File: src/rtl/cnt_snap_pkg.sv
package cnt_snap_pkg;
    typedef enum logic [0:0] {
        ST_RUN   = 1'b0,
        ST_SHIFT = 1'b1
    } rd_state_e;
endpackage

File: src/rtl/cnt_snap_bank.sv
module cnt_snap_bank #(
    parameter int NUM_CNT = 8,
    parameter int CNT_W   = 24
) (
    input  logic                       clk,
    input  logic                       rst_n,
    output logic [NUM_CNT*CNT_W-1:0]   cnt_flat_o
);
    localparam int TOT = NUM_CNT * CNT_W;

    logic [CNT_W-1:0] cnt_q [NUM_CNT];

    for (genvar g = 0; g < NUM_CNT; g++) begin : g_cnt
        always_ff @(posedge clk) begin
            if (!rst_n) cnt_q[g] <= '0;
            else        cnt_q[g] <= cnt_q[g] + 1'b1;
        end
        // counter 0 occupies the top field so it leaves the block first
        assign cnt_flat_o[TOT-1-g*CNT_W -: CNT_W] = cnt_q[g];

        if (g > 0) begin : g_eq

            cnt_equal_chk: assert property (@(posedge clk) disable iff (!rst_n)
                cnt_q[g] == cnt_q[0]);
        end
    end
endmodule

File: src/rtl/cnt_snap_ivl.sv
module cnt_snap_ivl #(
    parameter int PER_W = 16
) (
    input  logic             clk,
    input  logic             rst_n,
    input  logic [PER_W-1:0] period_i,
    input  logic             take_i,
    output logic             term_o
);
    logic [PER_W-1:0] ivl_q;

    assign term_o = (ivl_q >= period_i);

    always_ff @(posedge clk) begin
        if (!rst_n)       ivl_q <= '0;
        else if (take_i)  ivl_q <= '0;
        else if (!term_o) ivl_q <= ivl_q + 1'b1;
    end


    ivl_hold_chk: assert property (@(posedge clk) disable iff (!rst_n)
        (term_o && !take_i) |=> (term_o || $changed(period_i)));
endmodule

File: src/rtl/cnt_snap_rd.sv
module cnt_snap_rd
    import cnt_snap_pkg::*;
#(
    parameter int NUM_CNT = 8,
    parameter int CNT_W   = 24
) (
    input  logic                     clk,
    input  logic                     rst_n,
    input  logic                     term_i,
    input  logic [NUM_CNT*CNT_W-1:0] cnt_flat_i,
    output logic                     take_o,
    output logic                     sdat_o,
    output logic                     sval_o,
    output logic                     frm_o
);
    localparam int TOT  = NUM_CNT * CNT_W;
    localparam int BC_W = (TOT > 1) ? $clog2(TOT) : 1;
    localparam logic [BC_W-1:0] LAST = BC_W'(TOT - 1);

    rd_state_e        state_q, state_d;
    logic [TOT-1:0]   snap_q;
    logic [BC_W-1:0]  bit_q;
    logic             last_bit;

    assign last_bit = (bit_q == LAST);

    // next state and capture decision
    always_comb begin
        state_d = state_q;
        take_o  = 1'b0;
        unique case (state_q)
            ST_RUN: begin
                if (term_i) begin
                    take_o  = 1'b1;
                    state_d = ST_SHIFT;
                end
            end
            ST_SHIFT: begin
                if (last_bit) begin
                    if (term_i) take_o  = 1'b1;
                    else        state_d = ST_RUN;
                end
            end
            default: state_d = ST_RUN;
        endcase
    end

    always_ff @(posedge clk) begin
        if (!rst_n) state_q <= ST_RUN;
        else        state_q <= state_d;
    end

    // snapshot array doubles as the shift register
    always_ff @(posedge clk) begin
        if (!rst_n) begin
            snap_q <= '0;
            bit_q  <= '0;
        end else if (take_o) begin
            snap_q <= cnt_flat_i;
            bit_q  <= '0;
        end else if (state_q == ST_SHIFT) begin
            snap_q <= snap_q << 1;
            bit_q  <= bit_q + 1'b1;
        end
    end

    // outputs
    always_comb begin
        sval_o = (state_q == ST_SHIFT);
        frm_o  = sval_o && (bit_q == '0);
        sdat_o = sval_o && snap_q[TOT-1];
    end


    frame_len_chk: assert property (@(posedge clk) disable iff (!rst_n)
        $fell(sval_o) |-> $past(bit_q) == LAST);


    shift_cont_chk: assert property (@(posedge clk) disable iff (!rst_n)
        (sval_o && !last_bit) |=> (sval_o && !frm_o));
endmodule

File: src/rtl/cnt_snap_array.sv
module cnt_snap_array #(
    parameter int NUM_CNT = 8,
    parameter int CNT_W   = 24,
    parameter int PER_W   = 16
) (
    input  logic             clk,
    input  logic             rst_n,
    input  logic [PER_W-1:0] period_i,
    output logic             sdat_o,
    output logic             sval_o,
    output logic             frm_o
);
    localparam int TOT = NUM_CNT * CNT_W;

    logic [TOT-1:0] cnt_flat;
    logic           term;
    logic           take;

    cnt_snap_bank #(.NUM_CNT(NUM_CNT), .CNT_W(CNT_W)) u_bank (
        .clk        (clk),
        .rst_n      (rst_n),
        .cnt_flat_o (cnt_flat)
    );

    cnt_snap_ivl #(.PER_W(PER_W)) u_ivl (
        .clk      (clk),
        .rst_n    (rst_n),
        .period_i (period_i),
        .take_i   (take),
        .term_o   (term)
    );

    cnt_snap_rd #(.NUM_CNT(NUM_CNT), .CNT_W(CNT_W)) u_rd (
        .clk        (clk),
        .rst_n      (rst_n),
        .term_i     (term),
        .cnt_flat_i (cnt_flat),
        .take_o     (take),
        .sdat_o     (sdat_o),
        .sval_o     (sval_o),
        .frm_o      (frm_o)
    );


    cap_frm_chk: assert property (@(posedge clk) disable iff (!rst_n)
        take |=> (frm_o && sval_o));


    idle_low_chk: assert property (@(posedge clk) disable iff (!rst_n)
        !sval_o |-> (!sdat_o && !frm_o));
endmodule

File: config.mk
export PLATFORM = sky130hd
export DESIGN_NAME = cnt_snap_array
export DESIGN_NICKNAME = d
export VERILOG_FILES = /design/src/rtl/cnt_snap_pkg.sv /design/src/rtl/cnt_snap_bank.sv /design/src/rtl/cnt_snap_ivl.sv /design/src/rtl/cnt_snap_rd.sv /design/src/rtl/cnt_snap_array.sv
export SDC_FILE = /design/constraint.sdc
export NUM_CORES = 1
export LEC_CHECK = 0
export ABC_AREA = 1
export BUFFER_PORTS_ARGS = -buffer_cell sky130_fd_sc_hd__buf_2
export CORE_ASPECT_RATIO = 0.7
export CORE_MARGIN = 10
export CORE_UTILIZATION = 67
export DETAILED_ROUTE_END_ITERATION = 10
export PLACE_DENSITY = 0.84
export SKIP_LAST_GASP = 1
export SYNTH_ARGS = -nofsm -noshare
export SYNTH_HDL_FRONTEND = slang
export SYNTH_SLANG_ARGS = --single-unit
File: constraint.sdc
create_clock -name clk -period 4.6 [get_ports clk]
set_input_delay 1.15 -clock clk [delete_from_list [all_inputs] [get_ports clk]]
set_output_delay 1.15 -clock clk [all_outputs]
set_load 0.005 [all_outputs]
==> impl_metrics.toml <==
[timing]
slew_headroom_pct = 18.80
fmax_mhz = 312.1
fin_hold_ws_ps = 468.3
post-route-period-util_pct = 69.66
finalSetupViolCount = 0
slew_viol_final = 0
worst_pin_slew_ps = 1218
setup_tns_ps = 0
post-route-min-period_ps = 3204
skew_ps = 22.60
rsz0062_at_grt = "no"
hold_viol = 0

[place]
port-buffer-count = 20
dpl_cell_area_um2 = 22800
place.gp.congestion = 0.8944
dp_hpwl_mm = 30.96

[worst_setup_path]
critPathRequiredTime_ps = 5080
start_kind = "input pin"
critPathMaxStageDelay_ps = 500
arrival_ps = 3690
path_cells = "buf_2 > inv_1 > ha_1 > a21oi_1 > o21ai_1 > a21oi_4 > nand2_8 > nand2_8 > buf_12 > nand2_1 > nand3_1 > nand2_1 > inv_1"
critPathKind = "input pin to flop"
critPathTopFamily = "simple AND/OR/NAND/NOR gates"
crit_fanout = 148
crit_slowest_cell = "buf_12"
crit_buf_inv = 4
endpoint_kind = "flop"

[grt]
grt_pass1_vias = 20410
track_usage_pct = 25.47
antenna_found_initial = 0
grt_start_max_net_pins = 193
grt_pass1_wl_mm = 93.90
grt-ovfl-total = 0

[clock_network]
clock_path_buffers = 3
path_clk_slew_ps = 60
cts.htree.levels = 2
cts_hold_buf = 0
postCtsResizedCells = 0
clk_latency_ps = 550
clock-sinks = 409
cts_buffers = 41
cts_setup_buffers = 0
cts_tree = "done"
cts-root-buf = "clkbuf_16"

[floorplan]
die_w_um = 240.6
die_h_um = 174.4
initial_core_util_pct = 68.00
core.rowCount = 56
core-area_um2 = 33560
die_area_um2 = 41960
ioPinCount = 21

[final_layout]
antenna-diode-count = 0
drive_gt1_share_pct = 4.847
layout_commonest_cell = "nand2_1"
final_area_um2 = 24280
nets = 3525
area_growth_pct = 6.398
final_cell_mix = "nand2_1, inv_1, nand3_1"

[yosys]
synthTopCellsByArea = "dfxtp_1, nand2_1, inv_1, nand3_1, nand4_1"
synth_xor_area_share_pct = 2.264
synth_compound_area_share_pct = 4.073
synth-seq-cells = 409
synth_area_um2 = 22820
synth_area_leader_cell = "dfxtp_1"
yosys.area.top_type_share_pct = 35.88
ys.flop_type = "dfxtp_1"
syn_inst = 3601
synth_top_family_by_area = "simple AND/OR/NAND/NOR gates"
synthSimpleGateAreaFrac_pct = 39.22
async_flop_share_pct = 0
synth_edf_count = 0
yosysSeqAreaShare_pct = 35.88
synthMuxAreaShare_pct = 0
synth.distinct_cells = 47
ys.warnings.count = 0
syn-mean-instance-area_um2 = 6.338
syn_nets = 3646
synth_fa_ha_area_share_pct = 1.480

[routing]
vias = 21620
detail_route.vias_per_cell = 5.486
drc_errors = 0
drt-pass1-iter-count = 8
ant_nets = 0
drtIter0Drc = 2125
wire_per_inst_um = 13.60
drt_wl_total_mm = 53.62

[pwr]
power_density_nw_per_um2 = 306.8
ir_worst_vdd_mv = 0.2547
p_leak_nw = 12.02

[worst_hold_path]
hp-class = "flop to flop"

[status]
status = "complete, no violations"

[flow_run]
drv_cap = 0
worst paths after layout:
| path | slack, ps | startpoint | endpoint | cells after the start |
|---|---|---|---|---|
| setup / recovery | 1400 | period_i[9] | u_rd.snap_q[83] | 13 |
| hold / removal | 470 | u_bank.cnt_q[0][72] | u_bank.cnt_q[0][72] | 1 |
| setup reg to reg | 1690 | u_ivl.ivl_q[9] | u_rd.snap_q[83] | 11 |
| hold reg to reg | 470 | u_bank.cnt_q[0][72] | u_bank.cnt_q[0][72] | 1 |
metal layers:
| metal | track usage (%) | share of wire (%) | vias up | routed length (µm) |
|---|---|---|---|---|
| li1 | - | - | 10990 | - |
| met1 | 34.70 | 46 | 9851 | 24920 |
| met2 | 41.57 | 45 | 702 | 24310 |
| met3 | 3.223 | 6.6 | 78 | 3561 |
| met4 | 6.994 | 1.6 | 0 | 832 |
| met5 | 0 | 0 | - | 0 |
sequential cells by signal, summed over array words and instances (netlist names):
signal        count
u_ivl.ivl_q      16
u_rd.snap_q     192
u_rd.sval_o       1
u_bank.cnt_q    192
u_rd.bit_q        8
synthesized netlist by cell type (18+ instances only):
| cell type | n |
|---|---|
| o21ai_0 | 38 |
| nand4_1 | 234 |
| inv_1 | 770 |
| ha_1 | 27 |
| dfxtp_1 | 409 |
| nor3_1 | 52 |
| nand2_1 | 892 |
| nor4_1 | 19 |
| nor2_1 | 220 |
| a21oi_1 | 97 |
| xor2_1 | 41 |
| buf_2 | 112 |
| clkbuf_1 | 46 |
| buf_1 | 24 |
| xnor2_1 | 18 |
| nand3_1 | 456 |
power breakdown:
group / switching, W / total, W / internal [W]
Sequential: 0.0000229 / 0.00358 / 0.00356
Clock: 0.00146 / 0.00373 / 0.00227
Combinational: 0.000101 / 0.000141 / 0.0000399
cells by family (layout without fill, tap and decap cells):
kind of cell | count (synthesis) | count (layout)
AOI/OAI and AO/OA | 172 | 172
xor gates and xnor gates | 59 | 59
adders and majority gates | 27 | 27
buffers and inverters | 979 | 885
DFF | 409 | 409
and+or+nand+nor | 1955 | 1955
metrics by stage:
step           setup slack [ps]  utilization [%]  total power (W)  cells
2_1_floorplan              1965                -         0.003758   3601
6_report                   1396            72.35         0.007451   3942
5_1_grt                    1236            72.35         0.007670   3942
3_3_place_gp               1036            67.93         0.003796   3872
3_5_place_dp              930.6            67.93         0.003803   3872
4_1_cts                    1473            72.35         0.007503   3942
final cells by class:
class	count	area, µm²
Multi-Input combinational cell	2213	10800
Fill cell	2680	9279
Sequential cell	409	8188
Inverter	778	2930
Clock buffer	50	1140
Tap cell	435	544.3
Clock inverter	20	344.1
Timing Repair Buffer	37	336.6
Note: power is estimated with default switching activity, not from simulation.
